<file path="src/rtl/hrw_pkg.sv">
// Shared constants and types for the host register window.
// Assumes a byte-wide host bus and 16-bit addresses.
package hrw_pkg;
    localparam logic [15:0] ADDR_MASK  = 16'h33FF;
    localparam logic [15:0] REG_BASE   = 16'h3000;
    localparam logic [15:0] A_FLAG_LO  = 16'h3030;
    localparam logic [15:0] A_FLAG_HI  = 16'h3031;
    localparam logic [15:0] A_PBANK    = 16'h3034;
    localparam logic [15:0] A_CLKSEL   = 16'h3039;
    localparam logic [15:0] A_MODE     = 16'h303A;
    localparam logic [15:0] A_VERSION  = 16'h303B;
    localparam logic [7:0]  VERSION_ID = 8'h04;

    typedef enum logic [2:0] {
        SEL_NONE, SEL_REG, SEL_FLO, SEL_FHI,
        SEL_PBANK, SEL_CLK, SEL_MODE, SEL_VER
    } sel_e;

    typedef struct packed {
        logic       rom_gnt;
        logic       ram_gnt;
        logic [1:0] height;
        logic [1:0] depth;
    } mode_t;
endpackage

</file>
<file path="src/rtl/hrw_decode.sv">
// Address decoder: masks the host address and classifies the target.
// Assumes the register region is 2*NREG bytes starting at REG_BASE.
module hrw_decode
    import hrw_pkg::*;
#(
    parameter int NREG = 16,
    localparam int IW  = $clog2(NREG)
) (
    input  logic [15:0]   host_addr,
    output sel_e          sel,
    output logic [IW-1:0] reg_idx,
    output logic          hi_byte
);
    logic [15:0] masked;
    logic [15:0] offset;

    // Masking, offset into the register region and target selection
    always_comb begin
        masked  = host_addr & ADDR_MASK;
        offset  = masked - REG_BASE;
        reg_idx = offset[IW:1];
        hi_byte = offset[0];
        if (masked >= REG_BASE && offset < 16'(2 * NREG)) sel = SEL_REG;
        else begin
            case (masked)
                A_FLAG_LO: sel = SEL_FLO;
                A_FLAG_HI: sel = SEL_FHI;
                A_PBANK:   sel = SEL_PBANK;
                A_CLKSEL:  sel = SEL_CLK;
                A_MODE:    sel = SEL_MODE;
                A_VERSION: sel = SEL_VER;
                default:   sel = SEL_NONE;
            endcase
        end
    end
endmodule

</file>
<file path="src/rtl/hrw_regfile.sv">
// General register file written through a shared low-byte latch.
// Assumes wr_lo/wr_hi are already qualified by the access lock.
module hrw_regfile #(
    parameter int NREG = 16,
    parameter int DW   = 8,
    localparam int IW  = $clog2(NREG)
) (
    input  logic          clk,
    input  logic          rst_n,
    input  logic          wr_lo,
    input  logic          wr_hi,
    input  logic [IW-1:0] idx,
    input  logic          hi_sel,
    input  logic [DW-1:0] wdata,
    output logic [DW-1:0] rd_byte
);
    logic [DW-1:0]   latch_q;
    logic [2*DW-1:0] regs [NREG];

    // Low-byte staging latch
    always_ff @(posedge clk) begin
        if (!rst_n)     latch_q <= '0;
        else if (wr_lo) latch_q <= wdata;
    end

    // One register per entry, committed on a high-byte write
    for (genvar g = 0; g < NREG; g++) begin : g_reg
        always_ff @(posedge clk) begin
            if (!rst_n)                        regs[g] <= '0;
            else if (wr_hi && idx == IW'(g))   regs[g] <= {wdata, latch_q};
        end
    end

    // Byte selection for readback
    always_comb rd_byte = hi_sel ? regs[idx][2*DW-1:DW] : regs[idx][DW-1:0];
endmodule

</file>
<file path="src/rtl/hrw_ctrl.sv">
// Run control, status flags, interrupt, bank, clock select, mode register,
// ROM pending timer and core stall. Assumes wr_ok/rd_ok are lock-qualified.
module hrw_ctrl
    import hrw_pkg::*;
#(
    parameter int DLY_SLOW = 6,
    parameter int DLY_FAST = 5,
    localparam int CW = $clog2(DLY_SLOW + 1)
) (
    input  logic       clk,
    input  logic       rst_n,
    input  logic       wr_ok,
    input  logic       rd_ok,
    input  sel_e       sel,
    input  logic [7:0] wdata,
    input  logic       commit_r14,
    input  logic       commit_r15,
    input  logic       core_done,
    input  logic       core_ram_req,
    input  logic       core_rom_req,
    output logic       running,
    output logic       irq,
    output logic       rom_pend,
    output logic       core_stall,
    output logic       clk_fast,
    output logic [6:0] pbank,
    output mode_t      mode,
    output logic [3:0] pix_bpp,
    output logic [7:0] flag_lo,
    output logic [7:0] flag_hi
);
    logic          f_zero, f_carry, f_sign, f_ovf;
    logic [CW-1:0] rom_cnt;

    // Running flag: core completion beats host start/stop
    always_ff @(posedge clk) begin
        if (!rst_n)                          running <= 1'b0;
        else if (core_done)                  running <= 1'b0;
        else if (wr_ok && sel == SEL_FLO)    running <= wdata[5];
        else if (commit_r15)                 running <= 1'b1;
    end

    // Arithmetic flags loaded from the status write
    always_ff @(posedge clk) begin
        if (!rst_n) begin
            {f_zero, f_carry, f_sign, f_ovf} <= '0;
        end else if (wr_ok && sel == SEL_FLO) begin
            f_zero  <= wdata[1];
            f_carry <= wdata[2];
            f_sign  <= wdata[3];
            f_ovf   <= wdata[4];
        end
    end

    // Interrupt flag: set by completion, cleared by reading the upper status byte
    always_ff @(posedge clk) begin
        if (!rst_n)                          irq <= 1'b0;
        else if (core_done)                  irq <= 1'b1;
        else if (rd_ok && sel == SEL_FHI)    irq <= 1'b0;
    end

    // Bank, clock select and mode registers
    always_ff @(posedge clk) begin
        if (!rst_n) begin
            pbank    <= '0;
            clk_fast <= 1'b0;
            mode     <= '0;
        end else if (wr_ok) begin
            if (sel == SEL_PBANK) pbank    <= wdata[6:0];
            if (sel == SEL_CLK)   clk_fast <= wdata[0];
            if (sel == SEL_MODE)  mode     <= '{rom_gnt: wdata[4], ram_gnt: wdata[3],
                                                height: {wdata[5], wdata[2]},
                                                depth: wdata[1:0]};
        end
    end

    // ROM pending timer started by an R14 commit
    always_ff @(posedge clk) begin
        if (!rst_n) begin
            rom_cnt  <= '0;
            rom_pend <= 1'b0;
        end else if (commit_r14) begin
            rom_cnt  <= clk_fast ? CW'(DLY_FAST) : CW'(DLY_SLOW);
            rom_pend <= 1'b1;
        end else if (rom_cnt != '0) begin
            rom_cnt <= rom_cnt - 1'b1;
            if (rom_cnt == CW'(1)) rom_pend <= 1'b0;
        end
    end

    // Depth decode, status bytes and stall
    always_comb begin
        case (mode.depth)
            2'd0:    pix_bpp = 4'd2;
            2'd3:    pix_bpp = 4'd8;
            default: pix_bpp = 4'd4;
        endcase
        flag_lo    = {2'b00, running, f_ovf, f_sign, f_carry, f_zero, 1'b0};
        flag_hi    = {irq, 7'b0};
        core_stall = !running || (core_ram_req && !mode.ram_gnt)
                              || (core_rom_req && !mode.rom_gnt);
    end
endmodule

</file>
<file path="src/rtl/hrw_top.sv">
// Host register window top: decode, access lock, read mux and wiring.
// Assumes host_rd/host_wr are single-cycle qualified strobes.
module hrw_top
    import hrw_pkg::*;
#(
    parameter int NREG = 16,
    localparam int IW  = $clog2(NREG)
) (
    input  logic        clk,
    input  logic        rst_n,
    input  logic [15:0] host_addr,
    input  logic        host_wr,
    input  logic        host_rd,
    input  logic [7:0]  host_wdata,
    output logic [7:0]  host_rdata,
    input  logic        core_done,
    input  logic        core_ram_req,
    input  logic        core_rom_req,
    output logic        running,
    output logic        irq,
    output logic        rom_pend,
    output logic        core_stall,
    output logic [3:0]  pix_bpp,
    output logic [1:0]  scr_height,
    output logic        clk_fast
);
    sel_e          sel;
    logic [IW-1:0] reg_idx;
    logic          hi_byte;
    logic          wr_ok, rd_ok, wr_lo, wr_hi, commit_r14, commit_r15;
    logic [7:0]    reg_byte, flag_lo, flag_hi;
    logic [6:0]    pbank;
    mode_t         mode;

    hrw_decode #(.NREG(NREG)) i_dec (
        .host_addr(host_addr), .sel(sel), .reg_idx(reg_idx), .hi_byte(hi_byte)
    );

    // Access lock and commit strobes
    always_comb begin
        wr_ok = host_wr && (!running || sel == SEL_FLO || sel == SEL_MODE);
        rd_ok = host_rd && (!running || sel == SEL_FLO || sel == SEL_FHI || sel == SEL_VER);
        wr_lo = wr_ok && sel == SEL_REG && !hi_byte;
        wr_hi = wr_ok && sel == SEL_REG && hi_byte;
        commit_r14 = wr_hi && reg_idx == IW'(NREG - 2);
        commit_r15 = wr_hi && reg_idx == IW'(NREG - 1);
    end

    hrw_regfile #(.NREG(NREG), .DW(8)) i_rf (
        .clk(clk), .rst_n(rst_n), .wr_lo(wr_lo), .wr_hi(wr_hi), .idx(reg_idx),
        .hi_sel(hi_byte), .wdata(host_wdata), .rd_byte(reg_byte)
    );

    hrw_ctrl i_ctrl (
        .clk(clk), .rst_n(rst_n), .wr_ok(wr_ok), .rd_ok(rd_ok), .sel(sel),
        .wdata(host_wdata), .commit_r14(commit_r14), .commit_r15(commit_r15),
        .core_done(core_done), .core_ram_req(core_ram_req), .core_rom_req(core_rom_req),
        .running(running), .irq(irq), .rom_pend(rom_pend), .core_stall(core_stall),
        .clk_fast(clk_fast), .pbank(pbank), .mode(mode), .pix_bpp(pix_bpp),
        .flag_lo(flag_lo), .flag_hi(flag_hi)
    );

    // Read data multiplexer, zero when locked or idle
    always_comb begin
        host_rdata = 8'h00;
        if (rd_ok) begin
            case (sel)
                SEL_REG:   host_rdata = reg_byte;
                SEL_FLO:   host_rdata = flag_lo;
                SEL_FHI:   host_rdata = flag_hi;
                SEL_PBANK: host_rdata = {1'b0, pbank};
                SEL_VER:   host_rdata = VERSION_ID;
                default:   host_rdata = 8'h00;
            endcase
        end
        scr_height = mode.height;
    end
endmodule

</file>
<file path="config.mk">
export PLATFORM = sky130hd
export DESIGN_NAME = hrw_top
export DESIGN_NICKNAME = d
export VERILOG_FILES = /design/src/rtl/hrw_pkg.sv /design/src/rtl/hrw_decode.sv /design/src/rtl/hrw_regfile.sv /design/src/rtl/hrw_ctrl.sv /design/src/rtl/hrw_top.sv
export SDC_FILE = /design/constraint.sdc
export NUM_CORES = 1
export LEC_CHECK = 0
export ABC_AREA = 1
export BUFFER_PORTS_ARGS = -buffer_cell sky130_fd_sc_hd__buf_2
export CAP_MARGIN = 10
export CORE_MARGIN = 8
export CORE_UTILIZATION = 32
export DETAILED_ROUTE_END_ITERATION = 10
export GPL_TIMING_DRIVEN = 0
export PLACE_DENSITY = 0.45
export SLEW_MARGIN = 10
export SYNTH_ARGS = -nofsm -noshare
export SYNTH_HDL_FRONTEND = slang
export SYNTH_SLANG_ARGS = --single-unit
export TNS_END_PERCENT = 1
</file>
<file path="constraint.sdc">
create_clock -name clk -period 2.9 [get_ports clk]
set_clock_uncertainty 0.15 [all_clocks]
set_input_delay 0.145 -clock clk [delete_from_list [all_inputs] [get_ports clk]]
set_output_delay 0.145 -clock clk [all_outputs]
set_load 0.01 [all_outputs]
</file>
### Word-level counts from Yosys, hierarchy flattened

Memories as Yosys holds them, arrays and structs flattened.
Cells that the tools add are included.

| storage, ports and cells | value |
|---|---|
| bits in writable memories | 256 |
| logic and storage cells | 196 |
| output and inout bits | 19 |
| bits in registers | 32 |
| input bits | 31 |
| memories | 1 |

Memory list:

| name | depth | bits a word | rd ports | clocked after Yosys merged registers in | write ports | line | source |
|---|---|---|---|---|---|---|---|
| i_rf.regs | 16 | 16 | 1 | 0 | 16 | hrw_regfile.sv:18 | `logic [2*DW-1:0] regs [NREG];` |

| cells by class | value |
|---|---|
| multiplexer cells | 81 |
| eq/ne operators | 30 |
| reduce and logical (&&, ||, !) cells | 48 |
| $add $sub $neg | 2 |
| $lt $le $gt $ge | 2 |
| bitwise operators | 17 |

Operators with widths:

| kind | count |
|---|---|
| two-way mux 16 bit | 16 |
| equality test 12 bit (second input constant) | 6 |
| two-way mux 1 bit | 56 |
| case mux 8 bit (5 select lines) | 1 |
| equality test 4 bit (second input constant) | 8 |
| logical AND 1 bit | 26 |
| case mux 3 bit (6 select lines) | 1 |
| equality test 4 x 3 -> 1 bit (second input constant) | 4 |
| less-than comparator 16 x 6 -> 1 bit (second input constant) | 1 |
| two-way mux 8 bit | 2 |
| OR 1 bit | 16 |
| subtractor 14 x 14 -> 15 bit (second input constant) | 1 |
| >= comparator 14 bit (second input constant) | 1 |
| equality test 3 bit (second input constant) | 4 |
| two-way mux 3 bit | 3 |
| equality test 4 x 2 -> 1 bit (second input constant) | 2 |
| case mux 4 bit (2 select lines) | 1 |
| AND reduction 2 bit | 4 |
| nonzero test 2 bit | 4 |
| equality test 3 x 1 -> 1 bit (second input constant) | 2 |
| equality test 3 x 2 -> 1 bit (second input constant) | 2 |
| logical OR 1 bit | 6 |
| equality test 4 x 1 -> 1 bit (second input constant) | 1 |
| logical NOT 1 bit | 4 |
| 8 further kinds | 8 |

### Logic depth before layout (Yosys ltp)

Gate-level depths: netlist of the first run.

| depth | value |
|---|---|
| depth in word-level cells | 15 |
| depth in mapped cells | 16 |
| gate-level depth less buffers | 14 |

### Modules after synthesis

Synthesis of the first run repeated with hierarchy kept, for this count alone.

| unflattened totals | value |
|---|---|
| cells, all modules | 1670 |
| area total of the unflattened synthesis | 14048.5 um^2 |

Modules (own cells, without submodules):

| module | instances | area each (um^2) | seq. area each (um^2) | cells each |
|---|---|---|---|---|
| hrw_regfile | 1 | 12122.9 | 7847.5 | 1344 |
| hrw_ctrl | 1 | 1352.5 | 480.5 | 204 |
| hrw_top | 1 | 412.9 | 0.0 | 89 |
| hrw_decode | 1 | 160.2 | 0.0 | 33 |

### Worst setup path before layout of the first run

OpenSTA, ideal clock, no wires.

| timing | value |
|---|---|
| path type | input to register |
| start point | in host_addr[6] |
| end point | mem i_rf.regs[0][0] (netlist bit), enable pin |
| setup time | 411 ps |
| buffers on the path | 1 |
| arrival | 2397 ps |
| stages | 8 |
| path slack | -58 ps |
| required time | 2339 ps |
| cell sequence | nor2_1 -> nand2_1 -> nor2_2 -> nand3_1 -> nor2_2 -> buf_4 -> nand2_1 -> o21ai_0 |

RTL lines:

| item | line | source |
|---|---|---|
| start, declared | hrw_top.sv:11 | `input logic [15:0] host_addr,` |
| end, declared | hrw_regfile.sv:18 |  |

### Worst setup path in the final report of the first run

| timing | value |
|---|---|
| start point | in host_addr[3] |
| end point | out host_rdata[0] |

| on the way | value |
|---|---|
| cells in the longest elaborated chain, start to end | 10 |
| elaborated cells on any way between the ends | 25 |
| classes of those cells | 1 x add/sub; 2 x order compare; 11 x eq/ne; 5 x mux; 5 x reduce/logical; 1 x memory |

RTL lines:

| item | line | source |
|---|---|---|
| subtractor 14 x 14 -> 15 bit | hrw_decode.sv:20 | `offset = masked - REG_BASE;` |
| less-than comparator 16 x 6 -> 1 bit | hrw_decode.sv:23 | `if (masked >= REG_BASE && offset < 16'(2 * NREG)) sel = SEL_REG;` |
| logical AND 1 bit | hrw_decode.sv:23 |  |
| two-way mux 3 bit | hrw_decode.sv:23 |  |
| equality test 3 x 2 -> 1 bit | hrw_top.sv:42, hrw_top.sv:67 |  |
| logical OR 1 bit (3 in series) | hrw_top.sv:42 | `rd_ok = host_rd && (!running \|\| sel == SEL_FLO \|\| sel == SEL_FHI \|\| sel == SEL_VER);` |
| logical AND 1 bit | hrw_top.sv:42 |  |
| two-way mux 8 bit * | hrw_top.sv:66 | `if (rd_ok) begin` |
| end, declared | hrw_top.sv:15 | `output logic [7:0] host_rdata,` |

Every way passes the cells marked *; elsewhere a longest branch is shown, timed or not.

==> results_dict.tcl, run 1 <==
set metrics [dict create \
    status "finished clean" \
    final.min_clock_period_ns 2.81 \
    slew_headroom_pct 33.2 \
    vias 11100 \
    regToRegEndpoint "i_rf.regs[15][4]" \
    finalMaxSlewViolations 0 \
    floorplan.die.width_um 224 \
    clkSlewWorstSetupHoldPaths_ns 0.05 \
    crit_path_max_fanout 8 \
    clock_insertion_delay_worst_skew_ns 0.53 \
    initial_antenna_violation_count 0 \
    diode_insertion_count_for_antenna_repair 0 \
    port-buffer-count 42 \
    final_layout_size_suffix_gt1_share_pct 12.1 \
    worstPathRequired_ns 2.61 \
    r2r.worst_path.cells 6 \
    worst_hold_path_ep "i_ctrl.clk_fast" \
    row_count 76 \
    synth.largest_area_cell "sky130_fd_sc_hd__edfxtp_1" \
    detail_route.first_pass.iterations 5 \
    critical_path.reg2reg.startpoint "i_ctrl.running" \
    routed_wire_length_per_instance_um 21.7 \
    synth_cells 1570 \
    critical_path_class "input pin to output port" \
    remaining_global_route_overflow 0 \
    drc_errors 0 \
    grt_first_pass_wirelength_um 72000 \
    antenna_left 0 \
    grt_max_degree 17 \
    gp_congestion 0.856 \
    synth-seq-area-share_pct 59.9 \
    preCtsSetupSlack_ns -0.349 \
    number_of_global_route_vias_before_repair 10600 \
    cts.path.max_buffers 3 \
    synthesis.area_per_instance_um2 8.85 \
    num-nets-final 1709 \
    yosys_warnings 0 \
    cts.htree.levels 2 \
    post-dp-hpwl_um 34900 \
    cp-start-kind "input pin" \
    commonest_non_fill_non_tap_cell_in_the_layout "sky130_fd_sc_hd__nor2_1" \
    hold_path_startpoint "host_addr[5]" \
    timing_hold_violations_final 0 \
    synthTopCellsByArea "sky130_fd_sc_hd__edfxtp_1 (55%), sky130_fd_sc_hd__nor2_1 (13%), sky130_fd_sc_hd__nand2_1 (9.5%)" \
    tritoncts_clock_tree "built" \
    groute.usage.overall_pct 19.5 \
    worst-endpoint-arrival_ns 2.51 \
    synth_top_area_share_pct 55.3 \
    postRouteWirelength_um 49700 \
    ir_drop_mv 0.335 \
    clock-sinks 288 \
    area_growth_pct 17.7 \
    worst-r2r-setup-slack_ns 0.17 \
    tightestPinTransition_ns 0.998 \
    timing.final.crit_share_pct 96.8 \
    post-route-cell-area_um2 16400 \
    tritoncts.num_buffers 36 \
    dpl_cell_area_um2 15200 \
    detailedRoute.firstIterationViolations 1135 \
    flip_flop_and_latch_count_after_synthesis 288 \
    holdWs_ns 0.0266 \
    power-per-cell-area_nw_per_um2 599 \
    end_kind "output port" \
    rsz0062_at_grt "no" \
    fmax_mhz 356 \
    die_height_um 224 \
    p_leak_nw 6.75 \
    design.portCount 50 \
    synth.net_count 1606 \
    finish.utilization_pct 38.1 \
    unique_masters_post_synth 35 \
    die_area_um2 50400 \
    synthesis.area_um2 13900 \
    min_path_cells 5 \
    layout.cells.most_common_list "sky130_fd_sc_hd__nor2_1 (470), sky130_fd_sc_hd__nand2_1 (350), sky130_fd_sc_hd__edfxtp_1 (256)" \
    timing.max_cap.violations 0 \
    start_util_pct 32.3 \
    drt-vias-per-instance 4.85 \
    core_area_um2 43000 \
    finalSetupViolCount 0 \
    final.setup.worst_slack_ns 0.0923 \
    ctsRootBufferMaster "sky130_fd_sc_hd__clkbuf_16" \
    worstHoldPathType "input pin to flip-flop" \
]
[flip-flops by register name (all words and copies together) (netlist names)]
signal	flops
i_ctrl.pbank	7
i_ctrl.clk_fast	1
i_ctrl.irq	1
i_ctrl.running	1
i_ctrl.rom_pend	1
i_rf.regs	256
i_ctrl.rom_cnt	3
i_ctrl.f_zero	1
i_rf.latch_q	8
i_ctrl.f_carry	1
i_ctrl.mode	6
i_ctrl.f_ovf	1
i_ctrl.f_sign	1
[Yosys cell counts (all sizes together)]
library cell / instances
o2111ai: 1
a211o: 1
o21ai: 83
o221ai: 1
o22ai: 8
o31ai: 1
edfxtp: 256
dfxtp: 32
nand2: 355
buf: 47
a31oi: 1
nor3: 2
o22a: 8
nand4: 15
xnor2: 1
nor2: 477
conb: 1
inv: 146
a21boi: 1
a21oi: 49
clkinv: 6
clkbuf: 45
ha: 5
nand3b: 1
nand3: 27
[kinds of logic after synthesis]
| group | Yosys count | synth area share (%) |
|---|---|---|
| AOI/OAI and AO/OA | 154 | 6.04 |
| and+or+nand+nor | 877 | 26.3 |
| xor gates and xnor gates | 1 | 0.0630 |
| buffers and inverters | 244 | 7.25 |
| DFF | 288 | 59.9 |
| adders and majority gates | 5 | 0.450 |
| other | 1 | 0.0270 |
[critical path, cell delays in order]
cell,delay (ns)
sky130_fd_sc_hd__buf_2,0.20
sky130_fd_sc_hd__inv_1,0.12
sky130_fd_sc_hd__nor2_1,0.63
sky130_fd_sc_hd__inv_1,0.45
sky130_fd_sc_hd__nor2_1,0.28
sky130_fd_sc_hd__nor2_1,0.07
sky130_fd_sc_hd__nand2_1,0.10
sky130_fd_sc_hd__nand2_1,0.13
sky130_fd_sc_hd__a21oi_1,0.18
sky130_fd_sc_hd__nor2_1,0.06
sky130_fd_sc_hd__buf_2,0.14
[layout make-up]
type | count | area (um2)
clock buffer | 46 | 970
sequential | 288 | 8330
multi-input combinational | 1038 | 4640
tap | 585 | 732
timing repair buffer | 65 | 541
inverter | 152 | 571
clock inverter | 18 | 125
fill | 4455 | 26600
buffer | 92 | 445
[power breakdown]
part	internal (mW)	leakage, nW	switching [mW]
clock	2.46	0.537	1.76
combinational	0.246	3.30	0.654
sequential	4.63	2.92	0.0416
[how the worst max path moves through the flow]
stage	start	end	slack, ns	cells after the start
6_report	host_addr[3]	host_rdata[0]	0.09	11
5_1_grt	host_addr[3]	host_rdata[3]	0.02	13
4_1_cts	host_addr[4]	host_rdata[0]	0.005	11
3_5_place_dp	host_addr[9]	i_rf.regs[15][10]	-0.35	9
3_3_place_gp	host_addr[9]	i_rf.regs[10][9]	-2.38	9
2_1_floorplan	host_addr[6]	i_rf.regs[0][0]	-0.06	8
[per-stage QoR]
step / setup TNS, ns / power (mW) / instances
after floorplan: -11.27 / 5.26 / 1570
after global placement: -443.91 / 5.61 / 2197
after detailed placement: -30.57 / 5.65 / 2211
after CTS: 0 / 9.87 / 2284
after global routing: 0 / 10.1 / 2284
final: 0 / 9.80 / 2284
[repair_timing]
item	in CTS	in global routing
hold endpoints to repair	14	0
setup buffers	0	0
cloned	0	0
hold buffers	9	0
setup endpoints to repair	4	6
resized for setup	2	10
[routing by layer]
layer / up-vias / share of wire [%] / track usage, %
li1: 5247 / - / -
met1: 5350 / 44 / 26.4
met2: 369 / 47 / 31.8
met3: 109 / 5.5 / 2.50
met4: 0 / 3.7 / 7.28
met5: - / 0 / 0
Power figures use the tool's default switching activity.
==> inputs of run 2 (changes only) <==
ABC_AREA = unset   (was 1)
==> results_dict.tcl, run 2 <==
set metrics [dict create \
    finalPower_mw 9.67 \
    synth.largest_area_cell "sky130_fd_sc_hd__edfxtp_1" \
    area_growth_pct 18.2 \
    synth_ff_type "sky130_fd_sc_hd__edfxtp_1" \
    start_util_pct 32.2 \
    remaining_global_route_overflow 0 \
    layout.cells.most_common_list "sky130_fd_sc_hd__edfxtp_1 (256), sky130_fd_sc_hd__nor2_1 (207), sky130_fd_sc_hd__and2_1 (66)" \
    registers.top_by_ff_count "i_rf.regs" \
    power_frac_seq_pct 48.8 \
    synth.net_count 1028 \
    number_of_global_route_vias_before_repair 8822 \
    clock_insertion_delay_worst_skew_ns 0.53 \
    status "finished clean" \
    gp_congestion 0.869 \
    synth_edf_count 256 \
    finalMaxSlewViolations 0 \
    tritoncts.num_buffers 34 \
    power-per-cell-area_nw_per_um2 612 \
    place.detailed.instances 1586 \
    design.portCount 50 \
    n_fill_cell 3991 \
    ctsRootBufferMaster "sky130_fd_sc_hd__clkbuf_16" \
    vias 8782 \
    grt_max_degree 17 \
    routed_wire_length_per_instance_um 27.2 \
    groute.usage.overall_pct 18.8 \
    worst-endpoint-arrival_ns 2.57 \
    swShare_pct 24.2 \
    synthTopCellsByArea "sky130_fd_sc_hd__edfxtp_1 (57%), sky130_fd_sc_hd__mux4_2 (9.6%), sky130_fd_sc_hd__nor2_1 (5.8%)" \
    final.setup.tns_ns 0 \
    finish.utilization_pct 38.0 \
    detailedRoute.firstIterationViolations 1037 \
    synth-seq-area-share_pct 62.3 \
    slew_headroom_pct 37.2 \
    cp-start-kind "input pin" \
    worstPathRequired_ns 2.61 \
    yosys.cell_count.top_type "sky130_fd_sc_hd__edfxtp_1" \
    net-switching-power_mw 2.34 \
    row_count 75 \
    timing.max_cap.violations 0 \
    synthesis.area_per_instance_um2 13.5 \
    finalSetupViolCount 0 \
    flip_flop_and_latch_count_after_synthesis 288 \
    clkPwrFrac_pct 42.4 \
    final_layout_size_suffix_gt1_share_pct 25.0 \
    crit_path_max_fanout 10 \
    cts.htree.levels 2 \
    tightestPinTransition_ns 0.941 \
    post_synth_most_frequent_cells "sky130_fd_sc_hd__edfxtp_1 (256), sky130_fd_sc_hd__nor2_1 (208), sky130_fd_sc_hd__and2_1 (66)" \
    synth_cells 992 \
    die_area_um2 48600 \
    largest_register_ff_count 256 \
    core_area_um2 41600 \
    final.min_clock_period_ns 2.87 \
    clock-sinks 288 \
    critical_path_class "input pin to output port" \
    yosys_warnings 0 \
    grt_first_pass_wirelength_um 64800 \
    internal_power_mw 7.33 \
    drc_errors 0 \
    clkSlewWorstSetupHoldPaths_ns 0.06 \
    initial_antenna_violation_count 1 \
    rsz0062_at_grt "yes" \
    commonest_non_fill_non_tap_cell_in_the_layout "sky130_fd_sc_hd__edfxtp_1" \
    postRouteWirelength_um 45300 \
    drt-vias-per-instance 5.29 \
    registers_with_the_highest_flip_flop_counts "i_rf.regs x256, i_rf.latch_q x8, i_ctrl.pbank x7" \
    unique_masters_post_synth 58 \
    final_cell_count_no_fill 1661 \
    async_reset_ff_share_pct 0 \
    end_kind "output port" \
    synthesis.area_um2 13400 \
    num-nets-final 1134 \
    timing_hold_violations_final 0 \
    tritoncts_clock_tree "built" \
    holdWs_ns 0.0432 \
    worstHoldPathType "input pin to flip-flop" \
    ir_drop_mv 0.338 \
    detail_route.first_pass.iterations 5 \
    fmax_mhz 348 \
    antenna_left 0 \
    port-buffer-count 42 \
    comb_power_share_pct 8.8 \
    synth_top_area_share_pct 57.5 \
    cts.path.max_buffers 3 \
    diode_insertion_count_for_antenna_repair 0 \
    timing.final.crit_share_pct 99.0 \
    post-dp-hpwl_um 31600 \
    p_leak_nw 5.31 \
    floorplan.die.width_um 220 \
    die_height_um 220 \
]
-- run 2: cell count changes after synthesis, sizes merged, moves of 34 or more --
cell   previous run  this run
inv             146         9
nand2           355        48
a21oi            49        15
nor2            477       225
o21ai            83        22
and2              0        66
mux4              0        57
-- run 2: path summary, 6_finish.rpt --
| path | endpoint | slack [ns] | cells past startpoint | start |
|---|---|---|---|---|
| max | host_rdata[1] | 0.03 | 8 | host_addr[3] |
| min | i_rf.regs[10][15] | 0.04 | 3 | rst_n |
| max reg2reg | i_rf.regs[0][9] | 0.21 | 6 | i_ctrl.running |
| min reg2reg | i_ctrl.rom_pend | 0.32 | 2 | i_ctrl.rom_pend |
-- run 2: timing repair --
action / 4_1_cts / 5_1_grt
pin swaps: 1 / 0
resized for setup: 15 / 11
hold endpoints to repair: 56 / 0
endpoints found under the setup margin: 62 / 102
setup buffers: 0 / 3
hold buffers: 12 / 0
-- run 2: through the flow --
step	setup slack [ns]	instance area (um2)
6_report	0.0302	15800
5_1_grt	-0.00370	15800
4_1_cts	-0.0883	15700
3_5_place_dp	-0.782	14500
3_3_place_gp	-2.55	14300
2_1_floorplan	-0.0519	13400
-- run 2: final cells by class --
type / count / area [um2] / area share [%]
plain buffers: 78 / 484 / 3.07
well taps: 539 / 674 / 4.27
flip-flops and latches: 288 / 8330 / 52.7
multi-input cells: 616 / 4680 / 29.6
clock buffers: 42 / 881 / 5.58
clock inverters: 18 / 155 / 0.982
repair buffers: 70 / 557 / 3.52
inverters: 10 / 38.8 / 0.246
-- run 2: cells by family (layout without fill, tap and decap cells) --
group | Yosys count | after routing | synth area share [%]
buffers and inverters | 88 | 218 | 3.72
other | 1 | 1 | 0.0280
and+or+nand+nor | 425 | 425 | 16.6
muxes | 98 | 98 | 12.8
adders and majority gates | 5 | 5 | 0.468
AOI/OAI and AO/OA | 86 | 86 | 4.07
xor gates and xnor gates | 1 | 1 | 0.0655
DFF | 288 | 288 | 62.3
-- run 2: per-layer routing --
layer	global-route usage, %	share of wire [%]	vias up	routed length [um]
li1	-	-	3850	-
met3	2.69	5.9	87	2690
met2	31.0	48	342	21500
met5	0	0	-	0
met4	7.05	4.1	0	1830
met1	25.1	42	4503	19200
-- run 2: power groups by stage --
stage               clock network, mW  logic, mW  registers, mW
detailed placement                  0      0.825           4.81
finish                           4.10      0.847           4.72
floorplan                           0      0.468           4.79
CTS                              4.19      0.847           4.72
global route                     4.33      0.892           4.74
global placement                    0      0.783           4.82
-- run 2: worst max-delay path: stages --
cell and delay, ns:
sky130_fd_sc_hd__buf_2 0.12, sky130_fd_sc_hd__clkbuf_1 0.52, sky130_fd_sc_hd__nand2b_2 0.39, sky130_fd_sc_hd__o22ai_1 0.16, sky130_fd_sc_hd__a2111oi_0 0.77, sky130_fd_sc_hd__nor3_1 0.12
sky130_fd_sc_hd__o22ai_1 0.19, sky130_fd_sc_hd__buf_2 0.16
